### src/rtl/cmd_acceptor_pkg.sv
package cmd_acceptor_pkg;

  typedef enum logic [2:0] {
    ST_IDLE, ST_OPC, ST_ADDR, ST_DATA, ST_CTRL, ST_RDOUT, ST_SKIP
  } acc_state_e;

  localparam logic [3:0] K_NONE      = 4'd0;
  localparam logic [3:0] K_WR_ARRAY  = 4'd1;
  localparam logic [3:0] K_WR_STATUS = 4'd2;
  localparam logic [3:0] K_WR_ID     = 4'd3;
  localparam logic [3:0] K_LOCK      = 4'd4;
  localparam logic [3:0] K_RD_ARRAY  = 4'd5;
  localparam logic [3:0] K_RD_STATUS = 4'd6;
  localparam logic [3:0] K_RD_ID     = 4'd7;
  localparam logic [3:0] K_RD_LOCK   = 4'd8;
  localparam logic [3:0] K_SET_WEL   = 4'd9;
  localparam logic [3:0] K_CLR_WEL   = 4'd10;

  typedef struct packed {
    logic       valid;
    logic [3:0] kind;
    logic       has_addr;
    logic       is_read;
    logic       is_ctrl;
  } cmd_info_t;

endpackage

### src/rtl/cmd_acceptor_decode.sv
module cmd_acceptor_decode
  import cmd_acceptor_pkg::*;
#(
  parameter logic [7:0] OP_SET_WEL   = 8'h06,
  parameter logic [7:0] OP_CLR_WEL   = 8'h04,
  parameter logic [7:0] OP_RD_STATUS = 8'h05,
  parameter logic [7:0] OP_WR_STATUS = 8'h01,
  parameter logic [7:0] OP_RD_ARRAY  = 8'h03,
  parameter logic [7:0] OP_WR_ARRAY  = 8'h02,
  parameter logic [7:0] OP_RD_ID     = 8'h83,
  parameter logic [7:0] OP_WR_ID     = 8'h82,
  parameter logic [7:0] OP_RD_LOCK   = 8'h8B,
  parameter logic [7:0] OP_LOCK      = 8'h8A
) (
  input  logic [7:0] opcode,
  output cmd_info_t  info
);

  always_comb begin
    info = '0;
    if (opcode == OP_SET_WEL) begin
      info.valid = 1'b1; info.kind = K_SET_WEL; info.is_ctrl = 1'b1;
    end else if (opcode == OP_CLR_WEL) begin
      info.valid = 1'b1; info.kind = K_CLR_WEL; info.is_ctrl = 1'b1;
    end else if (opcode == OP_RD_STATUS) begin
      info.valid = 1'b1; info.kind = K_RD_STATUS; info.is_read = 1'b1;
    end else if (opcode == OP_WR_STATUS) begin
      info.valid = 1'b1; info.kind = K_WR_STATUS;
    end else if (opcode == OP_RD_ARRAY) begin
      info.valid = 1'b1; info.kind = K_RD_ARRAY; info.is_read = 1'b1; info.has_addr = 1'b1;
    end else if (opcode == OP_WR_ARRAY) begin
      info.valid = 1'b1; info.kind = K_WR_ARRAY; info.has_addr = 1'b1;
    end else if (opcode == OP_RD_ID) begin
      info.valid = 1'b1; info.kind = K_RD_ID; info.is_read = 1'b1; info.has_addr = 1'b1;
    end else if (opcode == OP_WR_ID) begin
      info.valid = 1'b1; info.kind = K_WR_ID; info.has_addr = 1'b1;
    end else if (opcode == OP_RD_LOCK) begin
      info.valid = 1'b1; info.kind = K_RD_LOCK; info.is_read = 1'b1; info.has_addr = 1'b1;
    end else if (opcode == OP_LOCK) begin
      info.valid = 1'b1; info.kind = K_LOCK; info.has_addr = 1'b1;
    end
  end

endmodule

### src/rtl/cmd_acceptor_frame.sv
module cmd_acceptor_frame #(
  parameter int BYTE_BITS = 8
) (
  input  logic                 clk,
  input  logic                 rst,
  input  logic                 cs_n,
  input  logic                 bit_stb,
  input  logic                 bit_in,
  output logic                 start_stb,
  output logic                 byte_stb,
  output logic [BYTE_BITS-1:0] byte_val,
  output logic                 end_stb,
  output logic                 end_aligned
);

  localparam int BC_W = $clog2(BYTE_BITS);

  logic                 cs_q;
  logic                 sel;
  logic [BC_W-1:0]      bit_cnt;
  logic [BYTE_BITS-1:0] shreg;
  logic                 cs_fall;
  logic [BYTE_BITS-1:0] shreg_nxt;

  assign cs_fall   = cs_q & ~cs_n;
  assign shreg_nxt = {shreg[BYTE_BITS-2:0], bit_in};

  always_ff @(posedge clk) begin
    if (rst) begin
      cs_q        <= 1'b0;
      sel         <= 1'b0;
      bit_cnt     <= '0;
      shreg       <= '0;
      start_stb   <= 1'b0;
      byte_stb    <= 1'b0;
      byte_val    <= '0;
      end_stb     <= 1'b0;
      end_aligned <= 1'b0;
    end else begin
      cs_q      <= cs_n;
      start_stb <= 1'b0;
      byte_stb  <= 1'b0;
      end_stb   <= 1'b0;
      if (cs_fall) begin
        sel       <= 1'b1;
        bit_cnt   <= '0;
        start_stb <= 1'b1;
      end else if (sel && cs_n) begin
        sel         <= 1'b0;
        end_stb     <= 1'b1;
        end_aligned <= (bit_cnt == '0);
      end else if (sel && bit_stb) begin
        shreg <= shreg_nxt;
        if (bit_cnt == BC_W'(BYTE_BITS - 1)) begin
          bit_cnt  <= '0;
          byte_stb <= 1'b1;
          byte_val <= shreg_nxt;
        end else begin
          bit_cnt <= bit_cnt + 1'b1;
        end
      end
    end
  end

endmodule

### src/rtl/cmd_acceptor_stream.sv
module cmd_acceptor_stream #(
  parameter int ADDR_W = 15
) (
  input  logic              clk,
  input  logic              rst,
  input  logic              load,
  input  logic [ADDR_W-1:0] load_addr,
  input  logic [3:0]        load_space,
  input  logic              load_status,
  input  logic              advance,
  input  logic [7:0]        status_byte,
  input  logic [7:0]        rd_data,
  output logic              rd_en,
  output logic [ADDR_W-1:0] rd_addr,
  output logic [3:0]        rd_space,
  output logic              tx_stb,
  output logic [7:0]        tx_byte
);

  logic [ADDR_W-1:0] addr_q;
  logic              stat_mode;
  logic              stat_pend;
  logic              fetch_pend;

  always_ff @(posedge clk) begin
    if (rst) begin
      addr_q     <= '0;
      stat_mode  <= 1'b0;
      stat_pend  <= 1'b0;
      fetch_pend <= 1'b0;
      rd_en      <= 1'b0;
      rd_addr    <= '0;
      rd_space   <= '0;
      tx_stb     <= 1'b0;
      tx_byte    <= '0;
    end else begin
      rd_en      <= 1'b0;
      stat_pend  <= 1'b0;
      tx_stb     <= 1'b0;
      fetch_pend <= rd_en;
      if (load) begin
        addr_q    <= load_addr;
        stat_mode <= load_status;
        rd_space  <= load_space;
        if (load_status) begin
          stat_pend <= 1'b1;
        end else begin
          rd_en   <= 1'b1;
          rd_addr <= load_addr;
        end
      end else if (advance) begin
        if (stat_mode) begin
          stat_pend <= 1'b1;
        end else begin
          addr_q  <= addr_q + 1'b1;
          rd_en   <= 1'b1;
          rd_addr <= addr_q + 1'b1;
        end
      end
      if (fetch_pend) begin
        tx_stb  <= 1'b1;
        tx_byte <= rd_data;
      end else if (stat_pend) begin
        tx_stb  <= 1'b1;
        tx_byte <= status_byte;
      end
    end
  end

endmodule

### src/rtl/spi_cmd_acceptor.sv
module spi_cmd_acceptor
  import cmd_acceptor_pkg::*;
#(
  parameter int         ADDR_BYTES   = 2,
  parameter int         ADDR_W       = 15,
  parameter int         PAGE_BYTES   = 64,
  parameter logic [7:0] OP_SET_WEL   = 8'h06,
  parameter logic [7:0] OP_CLR_WEL   = 8'h04,
  parameter logic [7:0] OP_RD_STATUS = 8'h05,
  parameter logic [7:0] OP_WR_STATUS = 8'h01,
  parameter logic [7:0] OP_RD_ARRAY  = 8'h03,
  parameter logic [7:0] OP_WR_ARRAY  = 8'h02,
  parameter logic [7:0] OP_RD_ID     = 8'h83,
  parameter logic [7:0] OP_WR_ID     = 8'h82,
  parameter logic [7:0] OP_RD_LOCK   = 8'h8B,
  parameter logic [7:0] OP_LOCK      = 8'h8A,
  localparam int        CNT_W        = $clog2(PAGE_BYTES) + 1
) (
  input  logic              clk,
  input  logic              rst,
  input  logic              cs_n,
  input  logic              bit_stb,
  input  logic              bit_in,
  input  logic              wip,
  input  logic [5:0]        status_upper,
  input  logic [7:0]        rd_data,
  output logic              rd_en,
  output logic [ADDR_W-1:0] rd_addr,
  output logic [3:0]        rd_space,
  output logic              tx_stb,
  output logic [7:0]        tx_byte,
  output logic              wr_byte_stb,
  output logic [7:0]        wr_byte,
  output logic              exec_stb,
  output logic [3:0]        exec_kind,
  output logic [ADDR_W-1:0] exec_addr,
  output logic [CNT_W-1:0]  exec_count,
  output logic              wel
);

  localparam int ASH_W  = 8 * ADDR_BYTES;
  localparam int ACNT_W = $clog2(ADDR_BYTES + 1);

  logic       start_stb, byte_stb, end_stb, end_aligned;
  logic [7:0] byte_val;
  cmd_info_t  dinfo;

  cmd_acceptor_frame #(.BYTE_BITS(8)) u_frame (
    .clk(clk), .rst(rst), .cs_n(cs_n), .bit_stb(bit_stb), .bit_in(bit_in),
    .start_stb(start_stb), .byte_stb(byte_stb), .byte_val(byte_val),
    .end_stb(end_stb), .end_aligned(end_aligned)
  );

  cmd_acceptor_decode #(
    .OP_SET_WEL(OP_SET_WEL), .OP_CLR_WEL(OP_CLR_WEL),
    .OP_RD_STATUS(OP_RD_STATUS), .OP_WR_STATUS(OP_WR_STATUS),
    .OP_RD_ARRAY(OP_RD_ARRAY), .OP_WR_ARRAY(OP_WR_ARRAY),
    .OP_RD_ID(OP_RD_ID), .OP_WR_ID(OP_WR_ID),
    .OP_RD_LOCK(OP_RD_LOCK), .OP_LOCK(OP_LOCK)
  ) u_decode (
    .opcode(byte_val), .info(dinfo)
  );

  acc_state_e       st;
  cmd_info_t        info_q;
  logic [ASH_W-1:0] addr_sh;
  logic [ACNT_W-1:0] acnt;
  logic [CNT_W-1:0] dcnt;
  logic             wip_q;

  logic              byte_ev, op_ok, last_addr;
  logic [ASH_W-1:0]  addr_full;
  logic              ld, ld_status, nxt;
  logic [ADDR_W-1:0] ld_addr;
  logic [3:0]        ld_space;
  logic [7:0]        status_byte;
  logic              wel_set, wel_clr, wip_fall;

  assign byte_ev   = byte_stb && !start_stb && !end_stb;
  assign op_ok     = dinfo.valid && (!wip || dinfo.kind == K_RD_STATUS);
  assign last_addr = (acnt == ACNT_W'(ADDR_BYTES - 1));
  assign addr_full = ASH_W'({addr_sh, byte_val});

  assign ld = byte_ev &&
              ((st == ST_OPC && op_ok && dinfo.is_read && !dinfo.has_addr) ||
               (st == ST_ADDR && last_addr && info_q.is_read));
  assign ld_status   = (st == ST_OPC);
  assign ld_addr     = (st == ST_OPC) ? '0 : addr_full[ADDR_W-1:0];
  assign ld_space    = (st == ST_OPC) ? dinfo.kind : info_q.kind;
  assign nxt         = byte_ev && (st == ST_RDOUT);
  assign status_byte = {status_upper, wel, wip};

  assign wip_fall = wip_q && !wip;
  assign wel_set  = end_stb && end_aligned && (st == ST_CTRL) && (info_q.kind == K_SET_WEL);
  assign wel_clr  = end_stb && end_aligned && (st == ST_CTRL) && (info_q.kind == K_CLR_WEL);

  cmd_acceptor_stream #(.ADDR_W(ADDR_W)) u_stream (
    .clk(clk), .rst(rst), .load(ld), .load_addr(ld_addr), .load_space(ld_space),
    .load_status(ld_status), .advance(nxt), .status_byte(status_byte),
    .rd_data(rd_data), .rd_en(rd_en), .rd_addr(rd_addr), .rd_space(rd_space),
    .tx_stb(tx_stb), .tx_byte(tx_byte)
  );

  always_ff @(posedge clk) begin
    if (rst) begin
      wel   <= 1'b0;
      wip_q <= 1'b0;
    end else begin
      wip_q <= wip;
      if (wip_fall)     wel <= 1'b0;
      else if (wel_set) wel <= 1'b1;
      else if (wel_clr) wel <= 1'b0;
    end
  end

  always_ff @(posedge clk) begin
    if (rst) begin
      st          <= ST_IDLE;
      info_q      <= '0;
      addr_sh     <= '0;
      acnt        <= '0;
      dcnt        <= '0;
      exec_stb    <= 1'b0;
      exec_kind   <= K_NONE;
      exec_addr   <= '0;
      exec_count  <= '0;
      wr_byte_stb <= 1'b0;
      wr_byte     <= '0;
    end else begin
      exec_stb    <= 1'b0;
      wr_byte_stb <= 1'b0;
      if (start_stb) begin
        st      <= ST_OPC;
        addr_sh <= '0;
        acnt    <= '0;
        dcnt    <= '0;
      end else if (end_stb) begin
        if (st == ST_DATA && end_aligned && dcnt != '0 && wel) begin
          exec_stb   <= 1'b1;
          exec_kind  <= info_q.kind;
          exec_addr  <= addr_sh[ADDR_W-1:0];
          exec_count <= dcnt;
        end
        st <= ST_IDLE;
      end else if (byte_stb) begin
        unique case (st)
          ST_OPC: begin
            info_q <= dinfo;
            if (!op_ok)              st <= ST_SKIP;
            else if (dinfo.is_ctrl)  st <= ST_CTRL;
            else if (dinfo.has_addr) st <= ST_ADDR;
            else if (dinfo.is_read)  st <= ST_RDOUT;
            else                     st <= ST_DATA;
          end
          ST_ADDR: begin
            addr_sh <= addr_full;
            acnt    <= acnt + 1'b1;
            if (last_addr) st <= info_q.is_read ? ST_RDOUT : ST_DATA;
          end
          ST_DATA: begin
            wr_byte_stb <= 1'b1;
            wr_byte     <= byte_val;
            if (dcnt != {CNT_W{1'b1}}) dcnt <= dcnt + 1'b1;
          end
          ST_CTRL: st <= ST_SKIP;
          default: ;
        endcase
      end
    end
  end

endmodule

### config.mk
export PLATFORM = sky130hd
export DESIGN_NAME = spi_cmd_acceptor
export DESIGN_NICKNAME = d
export VERILOG_FILES = /design/src/rtl/cmd_acceptor_pkg.sv /design/src/rtl/cmd_acceptor_decode.sv /design/src/rtl/cmd_acceptor_frame.sv /design/src/rtl/cmd_acceptor_stream.sv /design/src/rtl/spi_cmd_acceptor.sv
export SDC_FILE = /design/constraint.sdc
export NUM_CORES = 1
export LEC_CHECK = 0
export BUFFER_PORTS_ARGS = -buffer_cell sky130_fd_sc_hd__buf_2
export CAP_MARGIN = 30
export CORE_MARGIN = 2
export CORE_UTILIZATION = 50
export DETAILED_ROUTE_END_ITERATION = 8
export PLACE_DENSITY = 0.73
export SLEW_MARGIN = 20
export SYNTH_ARGS = -nofsm -noshare
export SYNTH_HDL_FRONTEND = slang
export SYNTH_SLANG_ARGS = --single-unit
### constraint.sdc
create_clock -name clk -period 1.65 [get_ports clk]
set_input_delay 0.0825 -clock clk [delete_from_list [all_inputs] [get_ports clk]]
set_output_delay 0.0825 -clock clk [all_outputs]
set_load 0.05 [all_outputs]
==> flow_metrics.tcl, run 1 <==
set metrics [dict create \
    status "complete, but fails checks" \
    violations "negative setup slack" \
    grt_pass1_wl_mm 27.2 \
    detailedPlace.worstSlack_ns -0.174 \
    avgSynthCellArea_um2 8.56 \
    reg2reg_to "u_stream.addr_q[10]" \
    clock_latency_ns 0.42 \
    nNetsFinal 921 \
    leakagePower_nw 3.51 \
    critical-path-top-delay-family "simple AND/OR/NAND/NOR gates" \
    die_w_um 115 \
    viasPerCell 5.61 \
    vias 5917 \
    clock-root-buffer "clkbuf_16" \
    finalSetupViolations 23 \
    drt_iter0_drc 419 \
    multi_input_area_um2 3350 \
    diodes 0 \
    finalCritPeriodShare_pct 104 \
    cp.required_ns 2.01 \
    final_common_cell "dfxtp_1" \
    min_path_cells 5 \
    htreeDepth 4 \
    skew_ns 0.00693 \
    end_kind "flop" \
    grt_use_total_pct 26.3 \
    synth_area_um2 6160 \
    yosysTopAreaCell "dfxtp_1" \
    mostFrequentLayoutCells "dfxtp_1, nor2_1, nand2_1" \
    cts_tree "built" \
    hpwlAfterDp_mm 12.0 \
    drive_gt1_share_pct 34.8 \
    ir_drop_v 0.000831 \
    ant_nets 0 \
    hp-class "in -> reg" \
    cp.arrival_ns 2.09 \
    port_buffers 85 \
    hp-start "status_upper[4]" \
    setup_ws_ns -0.0740 \
    die_area_um2 13200 \
    timing.fmax_mhz 580 \
    relSlewSlack_pct 61.6 \
    die_y_um 115 \
    first_pass_iters 5 \
    overflow 0 \
    ios 86 \
    cp_slowest_cell "o31ai_4" \
    worstPathMaxFanout 8 \
    slew_violations 0 \
    rrSetupSlack_ns -0.07 \
    ys_types 73 \
    cp_cell_sequence "inv_2, ha_4, and4bb_4, and2_4, o31ai_4, buf_6, nand3_2, nand2_1" \
    wire_per_inst_um 17.0 \
    critPathLaunchType "flop" \
    max_stage_delay_ns 0.37 \
    hold_violations 0 \
    syn_nets 747 \
    period_needed_ns 1.72 \
    synth-async-reset-ratio_pct 0 \
    power_density_nw_per_um2 880 \
    whs_endpoint "u_stream.tx_byte[6]" \
    row_count 40 \
    grt_pass1_vias 5585 \
    rr_worst_depth 8 \
    synth_top_flop_cell "dfxtp_1" \
    fp.coreArea_um2 12000 \
    power_mw 7.51 \
    final_util_pct 71.0 \
    cts_buffers 17 \
    clockBufferDepth 2 \
    path_buf_inv 2 \
    remaining_drc_errors 0 \
    synth-seq-cells 141 \
    reg2reg_from "acnt[1]" \
    antenna_found_initial 0 \
    synth-seq-area-share_pct 45.8 \
    start_util_pct 51.3 \
    tightest_slew_ns 0.576 \
    clkTransAtPathRegs_ns 0.06 \
    critPathKind "reg -> reg" \
    cts_sinks 141 \
    rsz0062_at_grt "true" \
    fillerInstances 876 \
    drt-total-wl_mm 17.9 \
    synth_cells 720 \
    place.gp.congestion 0.948 \
    yosys_warnings 0 \
    synth_top_area_share_pct 45.8 \
    cap_violations 0 \
    instances_no_fill 1054 \
    grt_max_degree 54 \
    syn_to_final_growth_pct 38.5 \
    register_area_um2 2850 \
    synthTopCellsByArea "dfxtp_1, a21oi_1, nor2_1" \
    synth_edf_count 0 \
    dp_cells 998 \
]
[how the worst max path moves through the flow]
| stage | start | end | slack [ns] | cells past startpoint |
|---|---|---|---|---|
| 2_1_floorplan | acnt[1] | u_stream.rd_addr[1] | -0.003 | 8 |
| 3_3_place_gp | u_stream.addr_q[1] | u_stream.rd_addr[14] | -0.06 | 6 |
| 3_5_place_dp | u_frame.byte_val[7] | u_stream.stat_pend | -0.17 | 5 |
| 4_1_cts | u_frame.byte_val[7] | st[0] | -0.04 | 5 |
| 5_1_grt | u_frame.byte_val[3] | u_stream.rd_space[0] | -0.13 | 6 |
| 6_report | acnt[1] | u_stream.addr_q[10] | -0.07 | 8 |
[worst min-delay path: stages]
cell	delay (ns)
buf_2	0.07
mux2i_1	0.05
nor2_1	0.09
a21oi_1	0.05
nor2_1	0.07
[cells in the mapped netlist (all sizes together), types with 4 or more instances]
cell    instances
nand2          92
nand2b          5
nand4          10
or3             4
o21ai          21
inv            22
or2             5
a21oi          86
clkbuf         26
xnor2          15
nand3          24
a211oi          5
a211o           6
nor2           98
nor3           13
mux2i          33
a31oi           6
ha              7
xor2           10
nor3b           8
a22o            4
or3b            4
dfxtp         141
and2            5
buf            22
[layout make-up]
type                            instances  area share, %
Timing Repair Buffer                  203           17.1
Tap cell                              147           2.16
Clock buffer                           19           5.19
Sequential cell                       141           33.3
Multi-Input combinational cell        508           39.2
Inverter                               23           1.01
Clock inverter                         13           1.92
[cell families (layout without fill, tap and decap cells)]
kind of cell	count (synthesis)	count (layout)	synth area share (%)
xor+xnor	25	25	3.55
flops	141	141	45.8
compound gates	151	151	15.2
mux	34	34	5.54
fa+ha+maj	7	7	1.42
buf+inv	71	258	5.16
simple gates	291	291	23.3
[sequential cells by signal (all words and copies together) (netlist names), 8 cells and up]
name / flops
u_stream.rd_addr: 15
wr_byte: 8
u_stream.addr_q: 15
u_stream.tx_byte: 8
exec_addr: 15
addr_sh: 15
u_frame.byte_val: 8
[metrics by stage]
step,hold slack [ns],cell area [µm²],TNS (ns)
after floorplan,0.162,6210,-0.00316
after global placement,0.316,7320,-0.698
after detailed placement,0.324,7320,-2.58
after CTS,0.0223,8190,-0.168
after global routing,0.0631,8530,-3.64
final,0.0352,8530,-0.572
[per-layer routing]
layer / vias up / global-route usage (%) / share of wire, %
met5: - / 0 / 0
met4: 0 / 7.95 / 1.7
met3: 33 / 6.06 / 5.2
met2: 223 / 45.8 / 50
met1: 2835 / 32.5 / 43
li1: 2826 / - / -
[where the power goes]
part	total, mW	internal (mW)	switching, mW
sequential	3.42	3.41	0.00562
combinational	0.169	0.0668	0.102
clock	3.93	2.43	1.50
[repair_timing]
item / CTS / global route
hold buffers: 11 / 0
gates resized for setup: 33 / 60
setup endpoints to repair: 65 / 87
hold endpoints to repair: 16 / 0
pin swaps: 13 / 23
setup buffers: 7 / 3
cloned: 0 / 4
(Power assumes the default switching activity.)
==> inputs of run 2 (changes only) <==
--- a/config.mk
+++ b/config.mk
@@ -11,6 +11,7 @@
 export CORE_UTILIZATION = 50
 export DETAILED_ROUTE_END_ITERATION = 8
 export PLACE_DENSITY = 0.73
+export RECOVER_POWER = 25
 export SLEW_MARGIN = 20
 export SYNTH_ARGS = -nofsm -noshare
 export SYNTH_HDL_FRONTEND = slang
==> run 2 against run 1 <==
The flow still finishes with violations (negative setup slack). Critical path depth decreased by 3. Sequential power about the same. Flip-flop and latch count unchanged. Clock power about the same. First-iteration DRC count increased by 6.0%. Global-route usage unchanged. Utilization decreased by 0.30 points. Routed wire length increased by 0.10%. Die area unchanged. Total power about the same. Highest routed layer unchanged. Hold slack improved by 0.00061 ns. Final cell count unchanged.
==> flow_metrics.tcl, run 2 (synthesis gave the netlist of run 1 again) <==
set metrics [dict create \
    critPathLaunchType "flop" \
    row_count 40 \
    critPathKind "reg -> reg" \
    cts_sinks 141 \
    drt-total-wl_mm 17.9 \
    place.gp.congestion 0.948 \
    worstPathMaxFanout 4 \
    tightest_slew_ns 0.615 \
    violations "negative setup slack" \
    die_w_um 115 \
    cp.arrival_ns 2.07 \
    end_kind "flop" \
    clockBufferDepth 2 \
    cp_cell_sequence "or3b_4, a221oi_2, o211ai_1, or3_1, a21oi_1" \
    cap_violations 0 \
    hold_ws_ns 0.0358 \
    period_needed_ns 1.72 \
    p_sw_share_pct 21.4 \
    rsz0062_at_grt "true" \
    grt_max_degree 54 \
    start_util_pct 51.3 \
    slew_violations 0 \
    power_frac_seq_pct 45.5 \
    switchingPower_mw 1.61 \
    grt_pass1_vias 5585 \
    port_buffers 85 \
    leakagePower_nw 3.39 \
    drive_gt1_share_pct 31.6 \
    reg2reg_from "u_frame.byte_val[7]" \
    p_int_mw 5.90 \
    grt_pass1_wl_mm 27.2 \
    grt_use_total_pct 26.3 \
    viasPerCell 5.60 \
    max_stage_delay_ns 0.43 \
    remaining_drc_errors 0 \
    skew_ns 0.00719 \
    htreeDepth 4 \
    wire_per_inst_um 17.0 \
    syn_to_final_growth_pct 37.9 \
    die_area_um2 13200 \
    drt_iter0_drc 444 \
    hp-start "status_upper[4]" \
    hpwlAfterDp_mm 12.0 \
    cts_buffers 17 \
    die_y_um 115 \
    nNetsFinal 921 \
    clock_latency_ns 0.42 \
    finalCritPeriodShare_pct 104 \
    fillerInstances 887 \
    cp.required_ns 2.00 \
    first_pass_iters 5 \
    timing.fmax_mhz 582 \
    fp.coreArea_um2 12000 \
    comb_power_share_pct 2.3 \
    cts_tree "built" \
    relSlewSlack_pct 59.2 \
    hp-class "in -> reg" \
    clkTransAtPathRegs_ns 0.06 \
    detailedPlace.worstSlack_ns -0.174 \
    final_common_cell "dfxtp_1" \
    vias 5901 \
    dp_cells 998 \
    hold_violations 0 \
    pwr-share-clk_pct 52.3 \
    status "complete, but fails checks" \
    instances_no_fill 1054 \
    ir_drop_v 0.000829 \
    finalSetupViolations 21 \
    mostFrequentLayoutCells "dfxtp_1, nor2_1, nand2_1" \
    antenna_found_initial 0 \
    cp_slowest_cell "or3b_4" \
    crit_start "u_frame.byte_val[7]" \
    power_density_nw_per_um2 884 \
    ant_nets 0 \
    ios 86 \
    overflow 0 \
    clock-root-buffer "clkbuf_16" \
    diodes 0 \
    setup_ws_ns -0.0674 \
]
## run 2: worst paths after layout
check             depth (start not counted)                  end  slack [ns]
hold / removal                            5  u_stream.tx_byte[6]        0.04
setup / recovery                          5                st[0]       -0.07
setup reg to reg                          5                st[0]       -0.07
hold reg to reg                           1                  wel        0.42
## run 2: power groups by stage
stage	combinational [mW]	sequential [mW]	clock, mW
finish	0.169	3.42	3.93
CTS	0.159	3.42	3.96
floorplan	0.0760	3.49	0
global placement	0.135	3.49	0
global route	0.181	3.41	4.13
detailed placement	0.138	3.49	0
## run 2: timing repair
| action | in CTS | in global routing |
|---|---|---|
| pin swaps | 13 | 23 |
| resized for setup | 33 | 60 |
| buffers inserted | 7 | 3 |
| hold buffers | 11 | 0 |
| gates cloned | 0 | 4 |
| endpoints found under the hold margin | 16 | 0 |
| endpoints found under the setup margin | 65 | 87 |
## run 2: layout make-up
cell class | instances | area [µm²] | area share, %
clock buffers | 19 | 443 | 5.21
well taps | 147 | 184 | 2.16
inverters | 23 | 86.3 | 1.02
multi-input cells | 508 | 3350 | 39.4
repair buffers | 203 | 1430 | 16.8
flip-flops and latches | 141 | 2850 | 33.5
clock inverters | 13 | 164 | 1.93
## run 2: worst max-delay path, delay by kind of cell, from the launching register on
family          cells  cell delay (ns)
flops               1             0.35
simple gates        2             0.81
compound gates      3             0.48
## run 2: metal layers
| layer | global-route usage (%) | share of wire (%) |
|---|---|---|
| met5 | 0 | 0 |
| met4 | 7.95 | 1.4 |
| met3 | 6.06 | 4.9 |
| met2 | 45.8 | 50 |
| met1 | 32.5 | 44 |
## run 2: stage by stage
step	setup TNS [ns]	cell area [µm²]	utilization (%)	power (mW)
2_1_floorplan	-0.00316	6210	-	3.57
6_report	-0.426	8500	70.7	7.51
3_3_place_gp	-0.698	7320	60.9	3.63
5_1_grt	-3.64	8500	70.7	7.72
3_5_place_dp	-2.58	7320	60.9	3.63
4_1_cts	-0.168	8190	68.2	7.54
